$ cat src/rtl/sfm_pkg.sv
package sfm_pkg;
    localparam int DATA_W = 16;
    localparam int LEN_W  = 4;

    localparam logic [2:0] ADDR_CFG  = 3'd0;
    localparam logic [2:0] ADDR_CTRL = 3'd1;
    localparam logic [2:0] ADDR_DATA = 3'd2;
    localparam logic [2:0] ADDR_STAT = 3'd3;
    localparam logic [2:0] ADDR_PRE  = 3'd4;

    typedef enum logic [1:0] {
        SH_IDLE  = 2'd0,
        SH_LEAD  = 2'd1,
        SH_TRAIL = 2'd2
    } sh_state_t;
endpackage

$ cat src/rtl/sfm_fifo.sv
module sfm_fifo #(
    parameter int W     = 16,
    parameter int DEPTH = 8,
    localparam int AW   = (DEPTH > 1) ? $clog2(DEPTH) : 1,
    localparam int CW   = $clog2(DEPTH + 1)
) (
    input  logic          clk,
    input  logic          rst_n,
    input  logic          push,
    input  logic [W-1:0]  din,
    input  logic          pop,
    output logic [W-1:0]  dout,
    output logic          empty,
    output logic          full,
    output logic [CW-1:0] count
);
    logic [W-1:0]  mem [DEPTH];
    logic [AW-1:0] wptr, rptr;
    logic          push_ok, pop_ok;

    assign empty   = (count == '0);
    assign full    = (count == CW'(DEPTH));
    assign push_ok = push && !full;
    assign pop_ok  = pop && !empty;
    assign dout    = empty ? '0 : mem[rptr];

    function automatic logic [AW-1:0] bump(input logic [AW-1:0] p);
        return (p == AW'(DEPTH - 1)) ? '0 : p + 1'b1;
    endfunction

    always_ff @(posedge clk or negedge rst_n) begin
        if (!rst_n) begin
            wptr  <= '0;
            rptr  <= '0;
            count <= '0;
        end else begin
            if (push_ok) wptr <= bump(wptr);
            if (pop_ok)  rptr <= bump(rptr);
            count <= count + CW'(push_ok) - CW'(pop_ok);
        end
    end

    always_ff @(posedge clk) begin
        if (push_ok) mem[wptr] <= din;
    end
endmodule

$ cat src/rtl/sfm_clkdiv.sv
module sfm_clkdiv #(
    parameter int HALF_PRE_W = 7,
    parameter int RATE_W     = 8
) (
    input  logic                  clk,
    input  logic                  rst_n,
    input  logic                  run,
    input  logic [HALF_PRE_W-1:0] half_pre,
    input  logic [RATE_W-1:0]     rate,
    output logic                  tick
);
    logic [HALF_PRE_W-1:0] pre_cnt;
    logic [RATE_W-1:0]     rate_cnt;
    logic                  pre_wrap;

    assign pre_wrap = (pre_cnt == half_pre - 1'b1);
    assign tick     = run && pre_wrap && (rate_cnt == rate);

    always_ff @(posedge clk or negedge rst_n) begin
        if (!rst_n) begin
            pre_cnt  <= '0;
            rate_cnt <= '0;
        end else if (!run) begin
            pre_cnt  <= '0;
            rate_cnt <= '0;
        end else if (pre_wrap) begin
            pre_cnt  <= '0;
            rate_cnt <= (rate_cnt == rate) ? '0 : rate_cnt + 1'b1;
        end else begin
            pre_cnt <= pre_cnt + 1'b1;
        end
    end
endmodule

$ cat src/rtl/sfm_shifter.sv
module sfm_shifter
    import sfm_pkg::*;
#(
    parameter int DW = DATA_W,
    localparam int LW = $clog2(DW)
) (
    input  logic          clk,
    input  logic          rst_n,
    input  logic          enable,
    input  logic          cpol,
    input  logic          cpha,
    input  logic [LW-1:0] len_m1,
    input  logic          tick,
    input  logic          tx_avail,
    input  logic [DW-1:0] tx_word,
    input  logic          miso,
    output logic          tx_pop,
    output logic          rx_push,
    output logic [DW-1:0] rx_word,
    output logic          sclk,
    output logic          mosi,
    output logic          active
);
    sh_state_t     state, state_nx;
    logic [DW-1:0] tx_sh, rx_sh;
    logic [LW-1:0] bit_cnt;
    logic          last_bit, load;

    assign last_bit = (bit_cnt == len_m1);

    // state register
    always_ff @(posedge clk or negedge rst_n) begin
        if (!rst_n) state <= SH_IDLE;
        else        state <= state_nx;
    end

    // next state and outputs
    always_comb begin
        state_nx = state;
        load     = 1'b0;
        rx_push  = 1'b0;
        unique case (state)
            SH_IDLE: begin
                if (enable && tx_avail) begin           // start
                    load     = 1'b1;
                    state_nx = SH_LEAD;
                end
            end
            SH_LEAD: begin
                if (tick) state_nx = SH_TRAIL;          // sample
            end
            SH_TRAIL: begin
                if (tick) begin
                    if (!last_bit) begin
                        state_nx = SH_LEAD;             // next_bit
                    end else begin
                        rx_push = 1'b1;
                        if (enable && tx_avail) begin   // chain
                            load     = 1'b1;
                            state_nx = SH_LEAD;
                        end else begin
                            state_nx = SH_IDLE;         // finish
                        end
                    end
                end
            end
            default: state_nx = SH_IDLE;
        endcase
        tx_pop  = load;
        active  = (state != SH_IDLE);
        mosi    = active ? tx_sh[DW-1] : 1'b0;
        sclk    = cpol ^ (cpha ? (state == SH_LEAD) : (state == SH_TRAIL));
        rx_word = rx_sh & ({DW{1'b1}} >> (LW'(DW - 1) - len_m1));
    end

    // datapath
    always_ff @(posedge clk or negedge rst_n) begin
        if (!rst_n) begin
            tx_sh   <= '0;
            rx_sh   <= '0;
            bit_cnt <= '0;
        end else begin
            if (load) begin
                tx_sh   <= tx_word << (LW'(DW - 1) - len_m1);
                bit_cnt <= '0;
            end else if (state == SH_TRAIL && tick && !last_bit) begin
                tx_sh   <= tx_sh << 1;
                bit_cnt <= bit_cnt + 1'b1;
            end
            if (state == SH_LEAD && tick) rx_sh <= {rx_sh[DW-2:0], miso};
        end
    end
endmodule

$ cat src/rtl/spi_fifo_master.sv
module spi_fifo_master
    import sfm_pkg::*;
#(
    parameter int FIFO_DEPTH = 8,
    parameter int PRE_W      = 8,
    parameter int RATE_W     = 8,
    localparam int CW        = $clog2(FIFO_DEPTH + 1)
) (
    input  logic              clk,
    input  logic              rst_n,
    input  logic              bus_sel,
    input  logic              bus_wr,
    input  logic [2:0]        bus_addr,
    input  logic [DATA_W-1:0] bus_wdata,
    output logic [DATA_W-1:0] bus_rdata,
    output logic              sclk,
    output logic              mosi,
    input  logic              miso
);
    logic [LEN_W-1:0]  cfg_len_m1;
    logic              cfg_cpol, cfg_cpha, ctrl_en;
    logic [RATE_W-1:0] cfg_rate;
    logic [PRE_W-1:0]  prescale_q, pre_in;

    logic wr_cfg, wr_ctrl, wr_data, wr_pre, rd_data;
    logic [DATA_W-1:0] tx_head, rx_head, rx_word;
    logic tx_empty, tx_full, rx_empty, rx_full, tx_pop, rx_push;
    logic [CW-1:0] tx_count, rx_count;
    logic sh_active, tick, status_busy;
    logic unused_wbits;

    assign unused_wbits = ^{bus_wdata[5:4], rx_full};

    assign wr_cfg  = bus_sel && bus_wr && (bus_addr == ADDR_CFG);
    assign wr_ctrl = bus_sel && bus_wr && (bus_addr == ADDR_CTRL);
    assign wr_data = bus_sel && bus_wr && (bus_addr == ADDR_DATA);
    assign wr_pre  = bus_sel && bus_wr && (bus_addr == ADDR_PRE);
    assign rd_data = bus_sel && !bus_wr && (bus_addr == ADDR_DATA);

    assign pre_in = bus_wdata[PRE_W-1:0] & ~PRE_W'(1);

    always_ff @(posedge clk or negedge rst_n) begin
        if (!rst_n) begin
            cfg_len_m1 <= LEN_W'(7);
            cfg_cpol   <= 1'b0;
            cfg_cpha   <= 1'b0;
            cfg_rate   <= '0;
            ctrl_en    <= 1'b0;
            prescale_q <= PRE_W'(2);
        end else begin
            if (wr_cfg) begin
                cfg_len_m1 <= (bus_wdata[3:0] < 4'd3) ? LEN_W'(3) : bus_wdata[3:0];
                cfg_cpol   <= bus_wdata[6];
                cfg_cpha   <= bus_wdata[7];
                cfg_rate   <= bus_wdata[8 +: RATE_W];
            end
            if (wr_ctrl) ctrl_en <= bus_wdata[0];
            if (wr_pre)  prescale_q <= (pre_in < PRE_W'(2)) ? PRE_W'(2) : pre_in;
        end
    end

    sfm_fifo #(.W(DATA_W), .DEPTH(FIFO_DEPTH)) u_txq (
        .clk(clk), .rst_n(rst_n), .push(wr_data), .din(bus_wdata),
        .pop(tx_pop), .dout(tx_head), .empty(tx_empty), .full(tx_full),
        .count(tx_count)
    );

    sfm_fifo #(.W(DATA_W), .DEPTH(FIFO_DEPTH)) u_rxq (
        .clk(clk), .rst_n(rst_n), .push(rx_push), .din(rx_word),
        .pop(rd_data), .dout(rx_head), .empty(rx_empty), .full(rx_full),
        .count(rx_count)
    );

    sfm_clkdiv #(.HALF_PRE_W(PRE_W - 1), .RATE_W(RATE_W)) u_div (
        .clk(clk), .rst_n(rst_n), .run(sh_active),
        .half_pre(prescale_q[PRE_W-1:1]), .rate(cfg_rate), .tick(tick)
    );

    sfm_shifter #(.DW(DATA_W)) u_shift (
        .clk(clk), .rst_n(rst_n), .enable(ctrl_en), .cpol(cfg_cpol),
        .cpha(cfg_cpha), .len_m1(cfg_len_m1), .tick(tick),
        .tx_avail(!tx_empty), .tx_word(tx_head), .miso(miso),
        .tx_pop(tx_pop), .rx_push(rx_push), .rx_word(rx_word),
        .sclk(sclk), .mosi(mosi), .active(sh_active)
    );

    assign status_busy = sh_active || !tx_empty;

    always_comb begin
        unique case (bus_addr)
            ADDR_CFG:  bus_rdata = {cfg_rate, cfg_cpha, cfg_cpol, 2'b00, cfg_len_m1};
            ADDR_CTRL: bus_rdata = {15'd0, ctrl_en};
            ADDR_DATA: bus_rdata = rx_head;
            ADDR_STAT: bus_rdata = {12'd0, status_busy, !rx_empty, tx_empty, !tx_full};
            ADDR_PRE:  bus_rdata = DATA_W'(prescale_q);
            default:   bus_rdata = '0;
        endcase
    end
endmodule

$ cat config.mk
export PLATFORM = sky130hd
export DESIGN_NAME = spi_fifo_master
export DESIGN_NICKNAME = d
export VERILOG_FILES = /design/src/rtl/sfm_pkg.sv /design/src/rtl/sfm_fifo.sv /design/src/rtl/sfm_clkdiv.sv /design/src/rtl/sfm_shifter.sv /design/src/rtl/spi_fifo_master.sv
export SDC_FILE = /design/constraint.sdc
export NUM_CORES = 1
export LEC_CHECK = 0
export BUFFER_PORTS_ARGS = -buffer_cell sky130_fd_sc_hd__clkbuf_2
export CORE_ASPECT_RATIO = 0.8
export CORE_MARGIN = 2
export CORE_UTILIZATION = 55
export CTS_CLUSTER_SIZE = 10
export DETAILED_ROUTE_END_ITERATION = 8
export GPL_ROUTABILITY_DRIVEN = 0
export MAX_ROUTING_LAYER = met4
export PLACE_DENSITY = 0.72
export SYNTH_ARGS = -nofsm -noshare
export SYNTH_HDL_FRONTEND = slang
export SYNTH_SLANG_ARGS = --single-unit
export TNS_END_PERCENT = 30
$ cat constraint.sdc
create_clock -name clk -period 4.35 [get_ports clk]
set_input_delay 0.2175 -clock clk [delete_from_list [all_inputs] [get_ports clk]]
set_output_delay 0.2175 -clock clk [all_outputs]
set_load 0.01 [all_outputs]
==> Word level (Yosys, flattened, before mapping) <==
Memory sizes are Yosys's and may differ from the RTL's.
Index checks and enable logic that the tools add are counted.
{ "word_totals": {"memories": 2, "reg_bits": 96, "mem_bits_rw": 256, "output_inout_bits": 18} }
{ "memory_table": {"columns": ["memory", "depth", "word_bits", "rd", "rd_clocked_by_memory_dff", "wr", "line", "source"], "rows": [
  ["u_rxq.mem", 8, 16, 1, 0, 1, "sfm_fifo.sv:17", "logic [W-1:0] mem [DEPTH];"],
  ["u_txq.mem", 8, 16, 1, 0, 1, "sfm_fifo.sv:17", null]
]} }
{ "op_classes": {"n_shift": 2, "add_sub_neg": 13, "n_lt_le_gt_ge": 2, "n_eq_ne": 19, "mux": 37, "bitwise_logic": 2, "reduce_logical": 31} }
{ "ops": {"columns": ["cell", "n"], "rows": [
  ["one-hot mux 16 bit (5 select lines)", 1],
  ["two-way mux 16 bit", 4],
  ["two-way mux 8 bit", 4],
  ["logical AND 1 bit", 17],
  ["bitwise AND 16 bit", 1],
  ["left shift 16 x 4 -> 16 bit", 1],
  [">> shifter 16 x 4 -> 16 bit (first input constant)", 1],
  ["equality test 3 bit (second input constant)", 5],
  ["two-way mux 7 bit", 2],
  ["two-way mux 1 bit", 13],
  ["adder 3 x 1 -> 3 bit (second input constant)", 4],
  ["two-way mux 3 bit", 4],
  ["two-way mux 4 bit", 3],
  ["adder 4 x 1 -> 4 bit", 2],
  ["adder 8 x 1 -> 8 bit (second input constant)", 1],
  ["equality test 4 bit (second input constant)", 2],
  ["equality test 8 bit", 1],
  ["logical NOT 4 bit", 2],
  ["< comparator 8 x 2 -> 1 bit (second input constant)", 1],
  ["two-way mux 2 bit", 4],
  ["inequality test 2 x 1 -> 1 bit (second input constant)", 4],
  ["subtractor 4 x 1 -> 4 bit", 2],
  ["adder 7 x 1 -> 7 bit (second input constant)", 1],
  ["equality test 7 bit", 1],
  ["18 further kinds", 25]
]} }

==> Longest topological paths before layout <==
{ "logic_depth": {"depth_word": 9, "depth_mapped": 16, "ltp_nobuf": 14} }

==> Hierarchy <==
From an unflattened synthesis, not the netlist that was laid out.
{ "hier_totals": {"cells_unflattened": 978, "area_unflattened_um2": 15909.0} }
{ "modules_own_cells": {"columns": ["module", "instances", "area_each_um2", "cells_per_inst"], "rows": [
  ["sfm_fifo (u_txq)", 1, 5497.8, 249],
  ["sfm_fifo (u_rxq)", 1, 5495.3, 248],
  ["sfm_shifter", 1, 2543.7, 250],
  ["spi_fifo_master", 1, 1282.5, 113],
  ["sfm_clkdiv", 1, 1089.8, 118]
]} }

==> Worst setup path before layout <==
Ideal clock, no wire load.
{ "synth_timing": {"path_type": "reg-to-reg", "from": "register prescale_q[1]", "to": "memory u_rxq.mem[1][0], enable pin", "arrival_ns": 3.585, "stages_incl_launch_ff": 9, "n_path_buf": 0, "slack_ns": 0.356, "required_ns": 3.941, "cell_sequence": "dfstp_2 -> inv_1 -> ha_1 -> xnor2_1 -> or4_4 -> nor3_4 -> nand4_1 -> or2_1 -> nor3_1"} }
{ "synth_via": {"elab_chain_cells": 9} }
{ "synth_rtl": {"columns": ["item", "line", "source"], "rows": [
  ["start: declaration", "spi_fifo_master.sv:23", "logic [PRE_W-1:0] prescale_q, pre_in;"],
  ["start signal: assignment", "spi_fifo_master.sv:58", "if (wr_pre) prescale_q <= (pre_in < PRE_W'(2)) ? PRE_W'(2) : pre_in;"],
  ["subtractor 7 x 1 -> 7 bit", "sfm_clkdiv.sv:16", "assign pre_wrap = (pre_cnt == half_pre - 1'b1);"],
  ["equality test 7 bit", "sfm_clkdiv.sv:16", null],
  ["logical AND 1 bit (2 in series)", "sfm_clkdiv.sv:17", "assign tick = run && pre_wrap && (rate_cnt == rate);"],
  ["two-way mux 1 bit", "sfm_shifter.sv:53", "if (tick) begin"],
  ["two-way mux 1 bit", "sfm_shifter.sv:42", "unique case (state)"],
  ["logical AND 1 bit", "sfm_fifo.sv:23", "assign push_ok = push && !full;"],
  ["two-way mux 1 bit", "sfm_fifo.sv:44", "if (push_ok) mem[wptr] <= din;"],
  ["two-way mux 1 bit (not written as such)", "sfm_fifo.sv:44", null],
  ["end: declaration", "sfm_fifo.sv:17", null]
]} }
No other way between the ends.

==> Final worst setup path <==
{ "layout_timing": {"from": "register prescale_q[1]", "to": "register u_txq.count[2]"} }
{ "layout_via": {"elab_chain_cells": 8} }
{ "layout_rtl": {"columns": ["item", "line", "source"], "rows": [
  ["subtractor 7 x 1 -> 7 bit", "sfm_clkdiv.sv:16", null],
  ["equality test 7 bit", "sfm_clkdiv.sv:16", null],
  ["logical AND 1 bit (2 in series)", "sfm_clkdiv.sv:17", null],
  ["two-way mux 1 bit", "sfm_shifter.sv:53", null],
  ["one-hot mux 1 bit (2 select lines)", "sfm_shifter.sv:42", null],
  ["logical AND 1 bit", "sfm_fifo.sv:24", "assign pop_ok = pop && !empty;"],
  ["subtractor 4 x 1 -> 4 bit", "sfm_fifo.sv:39", "count <= count + CW'(push_ok) - CW'(pop_ok);"],
  ["end signal: assignment", "sfm_fifo.sv:39", null],
  ["end: declaration", "sfm_fifo.sv:15", "output logic [CW-1:0] count"]
]} }
No other way between the ends.
A chain may end at the register's enable or synchronous reset.

==> results <==
- The first global-routing pass estimated around 53000 microns of wire.
- After detailed routing, the average wire length per cell comes to roughly 23 microns.
- The worst setup path is launched from a flip-flop.
- The data required time at the worst endpoint is approximately 4.8 ns.
- After detailed routing, the number of vias per cell comes to 6.175.
- The slowest stage of the critical path belongs to the cell sky130_fd_sc_hd__dfstp_2.
- The class of the most critical setup path is reg2reg.
- The final period utilization is between 80% and 90%.
- Based on the critical path, the design can be clocked at up to ~0.27 GHz.
- The number of nets handed over by synthesis was approximately 1000.
- The run finished with clean final reports.
- The clock period minus worst slack is 3.689 ns.
- For the worst flop-to-flop path, the logic depth is 12.
- The worst setup margin is around 0.66 ns.
- OpenSTA, run right after detailed placement, puts the worst setup slack at approximately 0.73 ns.
- The library cell used as clock root buffer is sky130_fd_sc_hd__clkbuf_16.
- The cell row count is 55.
- On the worst path, the slowest cell contributes a delay of roughly 0.6 ns.
- Setup repair after global routing left no endpoint under its margin.
- The initial core utilization is about 56%.
- Between clock sinks in the finished design, the worst skew comes to 0.01897 ns.
- The maximum number of pins on one net before global-route repair is just over 60.
- Power spread over the standard cell area amounts to ~560 nW/um^2.
- The number of optimization iterations in the first detailed-route pass is 7.
- The height of the die is ~150 microns.
- The sum of overflow across all layers after global routing is 0.
- The maximum fanout encountered on the critical timing path is 18.
- In this run the most critical hold path is launched from bus_wdata[15].
- The synthesized cell area is around 16000 sq um.
- The overall power of the completed layout is about 9800 uW.
- The detailed placement HPWL is around 22000 microns.
- In this run the critical register-to-register path is launched from prescale_q[1].
- The final number of max-transition violations came to 0.
- The fraction of final layout cells sized beyond drive strength 1 is approximately a fifth.
- The CTS tree is built.
- The sum of negative setup slack is 0 ns.
- The routed design has between 30000 and 40000 microns of wire.
- After synthesis the netlist holds a flip-flop and latch count of between 300 and 400.
- The initial antenna violation count is 0.
- For this run, the leading register cell type out of synthesis is sky130_fd_sc_hd__edfxtp_1.
- The final antenna-violating net count is 0.
- The die area is 29770 sq um.
- The region available for standard cell placement spans roughly 28000 sq um.
- The most used cell along the critical path is sky130_fd_sc_hd__ha_1.
- The number of antenna diodes in the final layout is 0.
- The via count of the first global-routing pass is 9058.
- The end-of-flow core utilization is 62.54%.
- The clock slew at the register clock pins of the worst setup and hold paths is ~0.06 ns.
- The combined global-route utilization of all metal layers is between 20% and 30%.
- The worst-case hold path end point is u_txq.mem[0][15].
- The number of max-capacitance violations reported is 0.
- The hold path depth is 1.
- The worst hold path class is in2reg.
- The leakage power of the design is about 0.0065 uW.
- The Yosys step of the flow raised 0 warnings.
- Averaged over all synthesized cells, the footprint is approximately 16 sq um.
- The post-synthesis cell count is approximately 1000.
- The number of endpoints with negative hold slack in the final report came to 0.
- Measured against its own limit, the worst slew margin works out to 39.82%.
- The area overhead of the layout relative to synthesis is 12.40%.
- The clock net sink count is around 350.
- In this run the critical register-to-register path is captured at u_txq.count[2].
- The share of synthesized flip-flops with an asynchronous set or reset is 27.07%.
- STA classifies the critical path endpoint as a flip-flop.
- The number of clock buffers inserted by TritonCTS is ~40.
- The data arrival time of the worst path is 4.09 ns.
- VDD sags by at most about 0.40 mV.
- For the pin with the worst max-slew slack, the measured transition is about 0.89 ns.
- In this run the tool buffered the top-level ports with just over 40 buffer cells.
- The number of remaining DRC errors is 0.
- The die is ~190 microns wide.
- The number of nets at the end of the flow is 1109.
- Setup violations remaining at the end of the flow were counted as 0.
- The register area share after synthesis is between 60% and 70%.
- The buffer count from post-CTS setup fixing is 0.
- The count of pins on the block boundary is 42.
- The clock passes through at most 3 buffers.
- Traced cell by cell, the critical path runs through inv_1 -> ha_1 -> nor4bb_1 -> o31a_1 -> a211o_1 -> a31oi_4 -> nor2_1 -> ha_1 -> inv_1 -> ha_1 -> fa_1 -> xor2_1.
- The clock tree synthesis step divided the H-tree into 2 levels.
- The number of enable flip-flop cells after synthesis is roughly 260.
- The number of unique standard cell types used by synthesis is ~70.
- For the worst-skew pair, the clock arrives at the later sink with an insertion delay of between 0.5 and 0.6 ns.
- In this run the register-to-register setup slack is approximately 0.66 ns.
- The total via count after detailed routing is around 9000.
- The first routing iteration left 1184 violations.
[state kept, by name, indices dropped and copies added, names as in the netlist, 4 cells and up]
| register | flops |
|---|---|
| u_shift.bit_cnt | 4 |
| u_div.pre_cnt | 7 |
| u_rxq.mem | 128 |
| cfg_len_m1 | 4 |
| cfg_rate | 8 |
| u_div.rate_cnt | 8 |
| u_txq.count | 4 |
| prescale_q | 7 |
| u_shift.tx_sh | 16 |
| u_shift.rx_sh | 16 |
| u_txq.mem | 128 |
| u_rxq.count | 4 |
[where the power goes]
group          total [uW]  leakage (uW)  internal, uW  switching [uW]
logic                2560       0.00232          1200            1360
registers            4140       0.00358          3820             314
clock network        3150      0.000591          1890            1260
[worst max path at each step]
stage | from | cells past startpoint | to
global route | prescale_q[1] | 12 | u_txq.count[2]
CTS | prescale_q[1] | 12 | u_txq.count[2]
detailed placement | prescale_q[1] | 12 | u_txq.count[2]
global placement | prescale_q[1] | 12 | u_txq.count[2]
finish | prescale_q[1] | 12 | u_txq.count[2]
floorplan | prescale_q[1] | 8 | u_rxq.mem[1][0]
[metal layers]
layer / vias to the layer above / global-route usage [%] / share of wire, %
li1: 3995 / - / -
met1: 4627 / 37.60 / 46
met2: 348 / 34.31 / 45
met3: 58 / 3.948 / 6.5
met4: 0 / 6.798 / 2.4
met5: - / - / 0
[through the flow]
stage / cells / instance area [sq um] / hold slack (ns)
final: 1462 / 17560 / 0.03086
after global routing: 1462 / 17560 / 0.04089
after CTS: 1462 / 17560 / 0.01822
after detailed placement: 1383 / 16290 / 0.3294
after global placement: 1383 / 16290 / 0.3308
after floorplan: 996 / 15620 / -0.07809
[cells by family (layout without fill, tap and decap cells)]
logic type      after synthesis  in the layout  synth area share (%)
compound gates              126            126                 5.287
fa+ha+maj                    26             26                 2.179
buf+inv                      82            178                 2.379
mux                         158            158                 16.77
flops                       351            351                 64.46
xor+xnor                     33             33                 1.850
simple gates                220            220                 7.073
[layout by cell type, fill, tap and decap left out, types with 12 or more instances in the layout]
| master | synthesis | layout |
|---|---|---|
| sky130_fd_sc_hd__a21oi_1 | 20 | 20 |
| sky130_fd_sc_hd__buf_4 | 5 | 28 |
| sky130_fd_sc_hd__clkbuf_1 | 29 | 28 |
| sky130_fd_sc_hd__clkbuf_16 | 0 | 43 |
| sky130_fd_sc_hd__clkbuf_2 | 0 | 40 |
| sky130_fd_sc_hd__dfrtp_1 | 91 | 90 |
| sky130_fd_sc_hd__edfxtp_1 | 256 | 256 |
| sky130_fd_sc_hd__ha_1 | 24 | 24 |
| sky130_fd_sc_hd__inv_1 | 29 | 29 |
| sky130_fd_sc_hd__mux2_2 | 35 | 35 |
| sky130_fd_sc_hd__mux2i_1 | 39 | 39 |
| sky130_fd_sc_hd__mux4_1 | 15 | 15 |
| sky130_fd_sc_hd__mux4_2 | 59 | 59 |
| sky130_fd_sc_hd__nand2_1 | 61 | 61 |
| sky130_fd_sc_hd__nand3_1 | 12 | 12 |
| sky130_fd_sc_hd__nor2_1 | 60 | 60 |
| sky130_fd_sc_hd__o21ai_0 | 43 | 43 |
| sky130_fd_sc_hd__xnor2_1 | 16 | 16 |
| sky130_fd_sc_hd__xor2_1 | 17 | 17 |
[cell usage after synthesis, types with 3 or more instances]
cell | number | area share, %
sky130_fd_sc_hd__edfxtp_1 | 256 | 49
sky130_fd_sc_hd__dfrtp_1 | 91 | 15
sky130_fd_sc_hd__nand2_1 | 61 | 1.5
sky130_fd_sc_hd__nor2_1 | 60 | 1.4
sky130_fd_sc_hd__mux4_2 | 59 | 8.5
sky130_fd_sc_hd__o21ai_0 | 43 | 1.4
sky130_fd_sc_hd__mux2i_1 | 39 | 2.5
sky130_fd_sc_hd__mux2_2 | 35 | 2.5
sky130_fd_sc_hd__clkbuf_1 | 29 | 0.70
sky130_fd_sc_hd__inv_1 | 29 | 0.70
sky130_fd_sc_hd__ha_1 | 24 | 1.9
sky130_fd_sc_hd__a21oi_1 | 20 | 0.64
sky130_fd_sc_hd__xor2_1 | 17 | 0.95
sky130_fd_sc_hd__xnor2_1 | 16 | 0.90
sky130_fd_sc_hd__mux4_1 | 15 | 2.5
sky130_fd_sc_hd__nor3_1 | 14 | 0.45
sky130_fd_sc_hd__nand3_1 | 12 | 0.38
sky130_fd_sc_hd__nand2b_1 | 11 | 0.44
sky130_fd_sc_hd__mux2_1 | 10 | 0.72
sky130_fd_sc_hd__nor4_1 | 10 | 0.40
sky130_fd_sc_hd__o22ai_1 | 10 | 0.40
sky130_fd_sc_hd__and3_1 | 8 | 0.32
sky130_fd_sc_hd__buf_1 | 8 | 0.19
sky130_fd_sc_hd__nor2b_1 | 8 | 0.32
sky130_fd_sc_hd__a221o_1 | 7 | 0.45
sky130_fd_sc_hd__a22oi_1 | 7 | 0.34
sky130_fd_sc_hd__and2_1 | 7 | 0.28
sky130_fd_sc_hd__a21o_1 | 6 | 0.29
sky130_fd_sc_hd__buf_2 | 6 | 0.19
sky130_fd_sc_hd__buf_4 | 5 | 0.24
sky130_fd_sc_hd__a211oi_1 | 4 | 0.19
sky130_fd_sc_hd__dfstp_2 | 4 | 0.67
sky130_fd_sc_hd__o211ai_1 | 4 | 0.19
sky130_fd_sc_hd__or3_1 | 4 | 0.16
sky130_fd_sc_hd__a31oi_1 | 3 | 0.12
sky130_fd_sc_hd__and4_1 | 3 | 0.17
sky130_fd_sc_hd__buf_6 | 3 | 0.22
sky130_fd_sc_hd__nand4_1 | 3 | 0.12
sky130_fd_sc_hd__nor4b_1 | 3 | 0.17
sky130_fd_sc_hd__or4_1 | 3 | 0.14
[cell type report]
cell class                      count  area [sq um]
Clock inverter                      2         12.51
Clock buffer                       74          1222
Fill cell                        2034         10520
Multi-Input combinational cell    563          5200
Sequential cell                   351         10070
Tap cell                          370         462.9
Timing Repair Buffer               73         480.5
Inverter                           29         108.9
[what timing repair did]
| item | CTS | global route |
|---|---|---|
| hold buffers | 3 | 0 |
| hold endpoints to repair | 68 | 0 |
| gates resized for setup | 0 | 0 |
[worst max-delay path: cells and delay by family, from the launching register on]
kind	cells	cell delay, ns
fa+ha+maj	4	1.19
compound gates	3	1.19
flops	1	0.60
simple gates	2	0.32
xor+xnor	1	0.17
buf+inv	2	0.10
No activity file was read; power rests on OpenSTA's default activity.
